## config.mk

```make
export PLATFORM = sky130hd
export DESIGN_NAME = wxfer_ctrl
export DESIGN_NICKNAME = d
export VERILOG_FILES = /design/src/rtl/wxfer_pkg.sv /design/src/rtl/wxfer_setup.sv /design/src/rtl/wxfer_walker.sv /design/src/rtl/wxfer_dirty.sv /design/src/rtl/wxfer_ctrl.sv
export SDC_FILE = /design/constraint.sdc
export NUM_CORES = 2
export LEC_CHECK = 0
export BUFFER_PORTS_ARGS = -buffer_cell sky130_fd_sc_hd__buf_4
export CAP_MARGIN = 5
export CELL_PAD_IN_SITES_DETAIL_PLACEMENT = 2
export CELL_PAD_IN_SITES_GLOBAL_PLACEMENT = 2
export CORE_MARGIN = 2
export CORE_UTILIZATION = 40
export DETAILED_ROUTE_END_ITERATION = 12
export PLACE_DENSITY_LB_ADDON = 0.1
export SLEW_MARGIN = 40
export SYNTH_ARGS = -nofsm -noshare
export SYNTH_HDL_FRONTEND = slang
export SYNTH_SLANG_ARGS = --single-unit
```

## constraint.sdc

```tcl
create_clock -name clk -period 21.7 [get_ports clk]
set_clock_uncertainty 0.15 [all_clocks]
set_input_delay 6.51 -clock clk [delete_from_list [all_inputs] [get_ports clk]]
set_output_delay 6.51 -clock clk [all_outputs]
set_load 0.05 [all_outputs]
```

## src/rtl/wxfer_pkg.sv

```systemverilog
// Shared definitions for the window pixel transfer controller.
// Assumes format codes are 4 bits wide and source select is 3 bits wide.
package wxfer_pkg;

    localparam int FMT_W   = 4;
    localparam int SRC_W   = 3;
    localparam int BPP_W   = 3;
    localparam int WORD_W  = 16;
    localparam logic [SRC_W-1:0] SRC_LEGAL_MAX = 3'd3;

    // Bytes per pixel for a format code; zero marks an illegal code.
    function automatic logic [BPP_W-1:0] fmt_bytes(input logic [FMT_W-1:0] code);
        case (code)
            4'd1:       return 3'd2;
            4'd2, 4'd3: return 3'd3;
            4'd6, 4'd7: return 3'd4;
            default:    return 3'd0;
        endcase
    endfunction

endpackage

```

## src/rtl/wxfer_setup.sv

```systemverilog
// Combinational setup evaluator: validates the configured window, format and
// source, and derives the word count, start byte address and row length.
// Assumes x1/y1 are inclusive corners; the word count is floored.
module wxfer_setup
    import wxfer_pkg::*;
#(
    parameter int COORD_W = 10,
    parameter int PITCH_W = 13,
    parameter int AW      = 24
) (
    input  logic [COORD_W-1:0]     x0,
    input  logic [COORD_W-1:0]     y0,
    input  logic [COORD_W-1:0]     x1,
    input  logic [COORD_W-1:0]     y1,
    input  logic [FMT_W-1:0]       fmt,
    input  logic [SRC_W-1:0]       src,
    input  logic [PITCH_W-1:0]     pitch,
    output logic                   ok,
    output logic [2*COORD_W+3:0]   words,
    output logic [AW-1:0]          start,
    output logic [COORD_W+3:0]     row_bytes,
    output logic [COORD_W:0]       span_x,
    output logic [COORD_W:0]       span_y
);
    localparam int SPAN_W = COORD_W + 1;
    localparam int ROWB_W = COORD_W + 4;
    localparam int TOT_W  = ROWB_W + SPAN_W;

    logic [BPP_W-1:0] bpp;
    logic [TOT_W-1:0] total_bytes;

    // Decode the format and size the window.
    always_comb begin
        bpp         = fmt_bytes(fmt);
        span_x      = SPAN_W'(x1) - SPAN_W'(x0) + SPAN_W'(1);
        span_y      = SPAN_W'(y1) - SPAN_W'(y0) + SPAN_W'(1);
        row_bytes   = ROWB_W'(bpp) * ROWB_W'(span_x);
        total_bytes = TOT_W'(row_bytes) * TOT_W'(span_y);
        words       = total_bytes[TOT_W-1:1];
        start       = AW'(y0) * AW'(pitch) + AW'(x0) * AW'(bpp);
        ok          = (src <= SRC_LEGAL_MAX) && (bpp != '0) &&
                      (x1 >= x0) && (y1 >= y0);
    end

endmodule

```

## src/rtl/wxfer_walker.sv

```systemverilog
// Transfer sequencer: holds the remaining word count and the window's
// addressing state, accepts pixel words, drives the frame-buffer port and
// flags the completing word. Assumes the setup inputs reflect current config.
module wxfer_walker
    import wxfer_pkg::*;
#(
    parameter int COORD_W = 10,
    parameter int PITCH_W = 13,
    parameter int AW      = 24
) (
    input  logic                   clk,
    input  logic                   rst_n,
    input  logic                   src_wr,
    input  logic                   pix_wr,
    input  logic [WORD_W-1:0]      pix_data,
    input  logic [1:0]             rot_in,
    input  logic [COORD_W-1:0]     x0,
    input  logic [COORD_W-1:0]     y0,
    input  logic [PITCH_W-1:0]     pitch,
    input  logic                   ok,
    input  logic [2*COORD_W+3:0]   words,
    input  logic [AW-1:0]          start,
    input  logic [COORD_W+3:0]     row_bytes,
    input  logic [COORD_W:0]       span_x,
    input  logic [COORD_W:0]       span_y,
    output logic                   fb_we,
    output logic [AW-1:0]          fb_addr,
    output logic [WORD_W-1:0]      fb_data,
    output logic                   busy,
    output logic                   done,
    output logic [1:0]             rot,
    output logic                   fire,
    output logic [COORD_W:0]       win_x0,
    output logic [COORD_W:0]       win_y0,
    output logic [COORD_W:0]       win_x1,
    output logic [COORD_W:0]       win_y1
);
    localparam int SPAN_W = COORD_W + 1;
    localparam int ROWB_W = COORD_W + 4;
    localparam int CNT_W  = 2 * COORD_W + 4;

    logic [CNT_W-1:0]   rem_q;
    logic [AW-1:0]      base_q;
    logic [ROWB_W-1:0]  col_q;
    logic [ROWB_W-1:0]  rowb_q;
    logic [PITCH_W-1:0] pitch_q;
    logic [COORD_W-1:0] wx_q, wy_q;
    logic [SPAN_W-1:0]  sx_q, sy_q;

    logic               idle, load, accept;
    logic [CNT_W-1:0]   e_rem;
    logic [AW-1:0]      e_base;
    logic [ROWB_W-1:0]  e_col, e_rowb;
    logic [PITCH_W-1:0] e_pitch;
    logic [COORD_W-1:0] e_wx, e_wy;
    logic [SPAN_W-1:0]  e_sx, e_sy;
    logic [ROWB_W:0]    col_nx;
    logic               wrap;
    logic [ROWB_W-1:0]  col_adv;
    logic [AW-1:0]      base_adv;

    // Decide setup and acceptance, and pick the state the word sees.
    always_comb begin
        idle    = (rem_q == '0);
        load    = (src_wr || (pix_wr && idle)) && ok;
        accept  = pix_wr && !src_wr && (!idle || ok);
        e_rem   = idle ? words     : rem_q;
        e_base  = idle ? start     : base_q;
        e_col   = idle ? '0        : col_q;
        e_rowb  = idle ? row_bytes : rowb_q;
        e_pitch = idle ? pitch     : pitch_q;
        e_wx    = idle ? x0        : wx_q;
        e_wy    = idle ? y0        : wy_q;
        e_sx    = idle ? span_x    : sx_q;
        e_sy    = idle ? span_y    : sy_q;
    end

    // Step the byte offset by one word, carrying into the next row.
    always_comb begin
        col_nx   = {1'b0, e_col} + (ROWB_W+1)'(2);
        wrap     = (col_nx >= {1'b0, e_rowb});
        col_adv  = wrap ? ROWB_W'(col_nx - {1'b0, e_rowb}) : col_nx[ROWB_W-1:0];
        base_adv = wrap ? (e_base + AW'(e_pitch)) : e_base;
    end

    // Report the completing window to the dirty tracker.
    always_comb begin
        fire   = accept && (e_rem == CNT_W'(1));
        win_x0 = SPAN_W'(e_wx);
        win_y0 = SPAN_W'(e_wy);
        win_x1 = SPAN_W'(e_wx) + e_sx;
        win_y1 = SPAN_W'(e_wy) + e_sy;
        busy   = !idle;
    end

    // Register setup results, transfer progress and frame-buffer outputs.
    always_ff @(posedge clk) begin
        if (!rst_n) begin
            rem_q   <= '0;
            base_q  <= '0;
            col_q   <= '0;
            rowb_q  <= '0;
            pitch_q <= '0;
            wx_q    <= '0;
            wy_q    <= '0;
            sx_q    <= '0;
            sy_q    <= '0;
            rot     <= '0;
            fb_we   <= 1'b0;
            fb_addr <= '0;
            fb_data <= '0;
            done    <= 1'b0;
        end else begin
            fb_we <= accept;
            done  <= fire;
            if (load) begin
                rem_q   <= words;
                base_q  <= start;
                col_q   <= '0;
                rowb_q  <= row_bytes;
                pitch_q <= pitch;
                wx_q    <= x0;
                wy_q    <= y0;
                sx_q    <= span_x;
                sy_q    <= span_y;
                rot     <= rot_in;
            end
            if (accept) begin
                fb_addr <= e_base + AW'(e_col);
                fb_data <= pix_data;
                rem_q   <= e_rem - CNT_W'(1);
                base_q  <= base_adv;
                col_q   <= col_adv;
            end
        end
    end

endmodule

```

## src/rtl/wxfer_dirty.sv

```systemverilog
// Dirty bounding-box tracker: grows the box by each completed window and
// returns it to the inverted empty state on reset or clear.
// Assumes clear is applied before a merge arriving in the same cycle.
module wxfer_dirty #(
    parameter int DIM_W = 11
) (
    input  logic             clk,
    input  logic             rst_n,
    input  logic             clr,
    input  logic             fire,
    input  logic [DIM_W-1:0] win_x0,
    input  logic [DIM_W-1:0] win_y0,
    input  logic [DIM_W-1:0] win_x1,
    input  logic [DIM_W-1:0] win_y1,
    input  logic [DIM_W-1:0] disp_w,
    input  logic [DIM_W-1:0] disp_h,
    output logic [DIM_W-1:0] box_l,
    output logic [DIM_W-1:0] box_r,
    output logic [DIM_W-1:0] box_t,
    output logic [DIM_W-1:0] box_b,
    output logic             empty
);
    logic [DIM_W-1:0] b_l, b_r, b_t, b_b;
    logic [DIM_W-1:0] n_l, n_r, n_t, n_b;

    // Start from the empty box on clear, then merge the finished window.
    always_comb begin
        b_l = clr ? disp_w : box_l;
        b_r = clr ? '0     : box_r;
        b_t = clr ? disp_h : box_t;
        b_b = clr ? '0     : box_b;
        n_l = b_l;
        n_r = b_r;
        n_t = b_t;
        n_b = b_b;
        if (fire) begin
            n_l = (win_x0 < b_l) ? win_x0 : b_l;
            n_t = (win_y0 < b_t) ? win_y0 : b_t;
            n_r = (win_x1 > b_r) ? win_x1 : b_r;
            n_b = (win_y1 > b_b) ? win_y1 : b_b;
        end
    end

    // Hold the box edges.
    always_ff @(posedge clk) begin
        if (!rst_n) begin
            box_l <= disp_w;
            box_r <= '0;
            box_t <= disp_h;
            box_b <= '0;
        end else begin
            box_l <= n_l;
            box_r <= n_r;
            box_t <= n_t;
            box_b <= n_b;
        end
    end

    // A box without positive width holds no area.
    always_comb empty = (box_r <= box_l);

endmodule

```

## src/rtl/wxfer_ctrl.sv

```systemverilog
// Top of the window pixel transfer controller: joins the setup evaluator,
// the transfer sequencer and the dirty-box tracker.
// Assumes configuration inputs are stable in any cycle a setup may fire.
module wxfer_ctrl
    import wxfer_pkg::*;
#(
    parameter int COORD_W = 10,
    parameter int PITCH_W = 13,
    parameter int AW      = 24
) (
    input  logic               clk,
    input  logic               rst_n,
    input  logic [COORD_W-1:0] cfg_x0,
    input  logic [COORD_W-1:0] cfg_y0,
    input  logic [COORD_W-1:0] cfg_x1,
    input  logic [COORD_W-1:0] cfg_y1,
    input  logic [3:0]         cfg_fmt,
    input  logic [2:0]         cfg_src,
    input  logic [1:0]         cfg_rot,
    input  logic [PITCH_W-1:0] cfg_pitch,
    input  logic [COORD_W:0]   disp_w,
    input  logic [COORD_W:0]   disp_h,
    input  logic               src_wr,
    input  logic               pix_wr,
    input  logic [15:0]        pix_data,
    input  logic               dirty_clr,
    output logic               fb_we,
    output logic [AW-1:0]      fb_addr,
    output logic [15:0]        fb_data,
    output logic               xfer_busy,
    output logic               xfer_done,
    output logic [1:0]         xfer_rot,
    output logic [COORD_W:0]   dirty_l,
    output logic [COORD_W:0]   dirty_r,
    output logic [COORD_W:0]   dirty_t,
    output logic [COORD_W:0]   dirty_b,
    output logic               dirty_empty
);
    localparam int DIM_W  = COORD_W + 1;
    localparam int ROWB_W = COORD_W + 4;
    localparam int CNT_W  = 2 * COORD_W + 4;

    logic              s_ok;
    logic [CNT_W-1:0]  s_words;
    logic [AW-1:0]     s_start;
    logic [ROWB_W-1:0] s_rowb;
    logic [DIM_W-1:0]  s_sx, s_sy;
    logic              m_fire;
    logic [DIM_W-1:0]  m_x0, m_y0, m_x1, m_y1;

    wxfer_setup #(.COORD_W(COORD_W), .PITCH_W(PITCH_W), .AW(AW)) u_setup (
        .x0(cfg_x0), .y0(cfg_y0), .x1(cfg_x1), .y1(cfg_y1),
        .fmt(cfg_fmt), .src(cfg_src), .pitch(cfg_pitch),
        .ok(s_ok), .words(s_words), .start(s_start),
        .row_bytes(s_rowb), .span_x(s_sx), .span_y(s_sy)
    );

    wxfer_walker #(.COORD_W(COORD_W), .PITCH_W(PITCH_W), .AW(AW)) u_walk (
        .clk(clk), .rst_n(rst_n), .src_wr(src_wr), .pix_wr(pix_wr),
        .pix_data(pix_data), .rot_in(cfg_rot),
        .x0(cfg_x0), .y0(cfg_y0), .pitch(cfg_pitch),
        .ok(s_ok), .words(s_words), .start(s_start), .row_bytes(s_rowb),
        .span_x(s_sx), .span_y(s_sy),
        .fb_we(fb_we), .fb_addr(fb_addr), .fb_data(fb_data),
        .busy(xfer_busy), .done(xfer_done), .rot(xfer_rot),
        .fire(m_fire), .win_x0(m_x0), .win_y0(m_y0),
        .win_x1(m_x1), .win_y1(m_y1)
    );

    wxfer_dirty #(.DIM_W(DIM_W)) u_dirty (
        .clk(clk), .rst_n(rst_n), .clr(dirty_clr), .fire(m_fire),
        .win_x0(m_x0), .win_y0(m_y0), .win_x1(m_x1), .win_y1(m_y1),
        .disp_w(disp_w), .disp_h(disp_h),
        .box_l(dirty_l), .box_r(dirty_r), .box_t(dirty_t), .box_b(dirty_b),
        .empty(dirty_empty)
    );

endmodule

```

==> flow_metrics.env <==
export IMPL_drv_cap=0
export IMPL_diodes=0
export IMPL_synth_commonest_cells="665 x nand2_1, 392 x inv_1, 304 x ha_1"
export IMPL_initial_utilization_pct=40.3
export IMPL_place_area_sq_mm=0.0304
export IMPL_antenna_left=0
export IMPL_grt_pass1_wl_um=177000
export IMPL_crit_top_cell="fa_1"
export IMPL_synth_cells=3668
export IMPL_power_leakage_nw=14.7
export IMPL_post_synth_top_count_cell="nand2_1"
export IMPL_fmax_mhz=52.6
export IMPL_drt_iter0_markers=1150
export IMPL_fin_crit_sh_pct=87.6
export IMPL_antenna_found_initial=3
export IMPL_dpl_worst_slack_ns=1.78
export IMPL_synth_net_count=4326
export IMPL_p_int_mw=1.98
export IMPL_synthTopCellsByArea="fa_1 18%, dfxtp_1 16%, ha_1 14%"
export IMPL_final_core_util_pct=45.4
export IMPL_die_area_sq_mm=0.0725
export IMPL_worstSetupEndpoint="u_dirty.box_l[1]"
export IMPL_synth_edf_count=0
export IMPL_p_switching_mw=2.40
export IMPL_endpoint_kind="flip-flop"
export IMPL_cts_buffers=34
export IMPL_cts_resized=0
export IMPL_synth_top_area_share_pct=17.7
export IMPL_area_delta_synth_final_pct=12.6
export IMPL_cts_setup_buffers=0
export IMPL_clk_pin_slew_worst_paths_ns=0.06
export IMPL_setup_violations=0
export IMPL_yosys_area_top_type="fa_1"
export IMPL_status="finished, final reports clean"
export IMPL_pwr_share_seq_pct=11.0
export IMPL_slowest_delay_ns=0.71
export IMPL_cts_max_path_buffers=3
export IMPL_p_comb_share_pct=75.0
export IMPL_setup_slack_ns=2.69
export IMPL_swShare_pct=54.8
export IMPL_core_rowCount=97
export IMPL_netlist_area_sq_mm=0.0281
export IMPL_ys_ff_latch=219
export IMPL_ys_seq_area_share_pct=15.6
export IMPL_tns_ns=0
export IMPL_slew_headroom_pct=40.1
export IMPL_ys_flop_type="dfxtp_1"
export IMPL_layout_min_cycle_time_ns=19.01
export IMPL_tightest_slew_ns=0.892
export IMPL_fin_nets=4414
export IMPL_wl_um=111000
export IMPL_ir_worst_vdd_v=0.000113
export IMPL_finalHoldViolations=0
export IMPL_yosysWarnings=0
export IMPL_io_buffers=192
export IMPL_route_detailed_drc=0
export IMPL_worstPathMaxFanout=21
export IMPL_r2r_cells=22
export IMPL_die_width_um=269
export IMPL_r2r_end="u_dirty.box_b[1]"
export IMPL_rsz0062_at_grt="false"
export IMPL_syn_mean_instance_area_sq_um=7.67
export IMPL_yosysUniqueCellTypes=86
export IMPL_drv_slew=0
export IMPL_start_kind="primary input"
export IMPL_layout_drive_gt1_share_pct=9.18
export IMPL_worstSetupPathType="primary input to flip-flop"
export IMPL_core_sq_mm=0.0698
export IMPL_arrival_ns=19.35
export IMPL_vias_per_cell=5.75
export IMPL_pwr_share_clk_pct=14.0
export IMPL_cts_max_level=2
export IMPL_clk_latency_ns=0.56
export IMPL_hold_path_class="flip-flop to flip-flop"
export IMPL_finalInstanceArea_sq_mm=0.0317
export IMPL_grt_pass1_vias=31500
export IMPL_clockRootBuffer="clkbuf_16"
export IMPL_rrSetupSlack_ns=14.80
export IMPL_cts_sinks=219
export IMPL_cp_data_required_time_ns=22.03
export IMPL_gp_congestion=0.918
export IMPL_grt_usage_pct=30.5
export IMPL_critical_path_slowest_cell="fa_1"
export IMPL_hpwl_um=87000
export IMPL_cts_tree="built"
export IMPL_wl_per_cell_um=23.5
export IMPL_ctsHoldBuffers=0
export IMPL_overflow=0
export IMPL_vias=27100
export IMPL_chipHeight_um=269
export IMPL_drt_pass1_iterations=5
export IMPL_grt_max_degree=83
export IMPL_startpoint="cfg_x0[1]"
export IMPL_r2r_start="u_walk.rem_q[5]"
export IMPL_ios=195
export IMPL_synthArstFlopShare_pct=0
export IMPL_powerDensity_mw_per_mm2=138
-- area by class of cell --
class	instances	area (sq um)
Fill cell	8000	38100
Multi-Input combinational cell	2874	21700
Sequential cell	219	4380
Timing Repair Buffer	233	1780
Inverter	394	1490
Tap cell	940	1180
Clock buffer	45	952
Clock inverter	15	253
-- power groups by stage --
| stage | clock, mW | combinational, mW | sequential (mW) |
|---|---|---|---|
| floorplan | 0 | 2.24 | 0.528 |
| global placement | 0 | 3.06 | 0.487 |
| detailed placement | 0 | 3.26 | 0.491 |
| CTS | 0.625 | 3.29 | 0.483 |
| global route | 0.639 | 3.64 | 0.490 |
| finish | 0.613 | 3.29 | 0.484 |
-- stage by stage --
step / std cells / hold slack (ns) / total power [mW]
CTS: 4719 / 0.308 / 4.40
finish: 4720 / 0.306 / 4.38
global route: 4720 / 0.327 / 4.77
detailed placement: 4659 / 0.299 / 3.75
global placement: 4656 / 0.291 / 3.55
floorplan: 3668 / 0.284 / 2.77
-- cell families (layout without fill, tap and decap cells) --
| kind of cell | after synthesis | count (layout) | synth area share, % |
|---|---|---|---|
| xor+xnor | 138 | 138 | 4.30 |
| buf+inv | 575 | 687 | 7.82 |
| fa+ha+maj | 553 | 553 | 31.2 |
| mux | 35 | 35 | 1.26 |
| compound gates | 769 | 769 | 17.7 |
| simple gates | 1379 | 1379 | 22.1 |
| flops | 219 | 219 | 15.6 |
-- metal layers --
layer	vias to the layer above	track usage [%]	routed length (um)
li1	12500	-	-
met1	14100	35.3	45400
met2	429	58.1	58600
met3	169	2.75	3060
met4	4	10.3	3780
met5	-	0	30
-- worst max-delay path, delay by kind of cell --
family | cells | cell delay, ns
fa+ha+maj | 12 | 5.57
buf+inv | 10 | 0.95
simple gates | 9 | 2.21
xor+xnor | 1 | 0.56
compound gates | 10 | 3.53
-- layout by cell type, fill, tap and decap left out, types with 44 or more instances in the layout --
| cell | instances |
|---|---|
| a21oi_1 | 283 |
| and2_1 | 97 |
| ha_1 | 304 |
| xor2_1 | 44 |
| o21ai_0 | 117 |
| xnor2_1 | 90 |
| dfxtp_1 | 219 |
| buf_4 | 229 |
| nor2_1 | 256 |
| a21o_1 | 46 |
| inv_1 | 391 |
| fa_1 | 248 |
| nand3_1 | 103 |
| nand2_1 | 665 |
| a211oi_1 | 58 |
-- sequential cells by signal, indices dropped and copies added (netlist names), 13 cells and up --
name,cells
u_walk.base_q,24
u_walk.fb_addr,24
u_walk.rem_q,24
u_walk.fb_data,16
u_walk.col_q,14
u_walk.rowb_q,14
u_walk.pitch_q,13
-- worst min path at each step --
stage,startpoint,end,slack (ns),depth (start not counted)
after floorplan,u_walk.wx_q[0],u_walk.wx_q[0],0.28,2
after global placement,u_walk.wy_q[1],u_walk.wy_q[1],0.29,2
after detailed placement,u_walk.sy_q[1],u_walk.sy_q[1],0.30,2
after CTS,u_walk.sy_q[1],u_walk.sy_q[1],0.31,2
after global routing,u_walk.sy_q[1],u_walk.sy_q[1],0.33,2
final,u_walk.fb_data[12],u_walk.fb_data[12],0.31,2
Power figures use the tool's default switching activity.
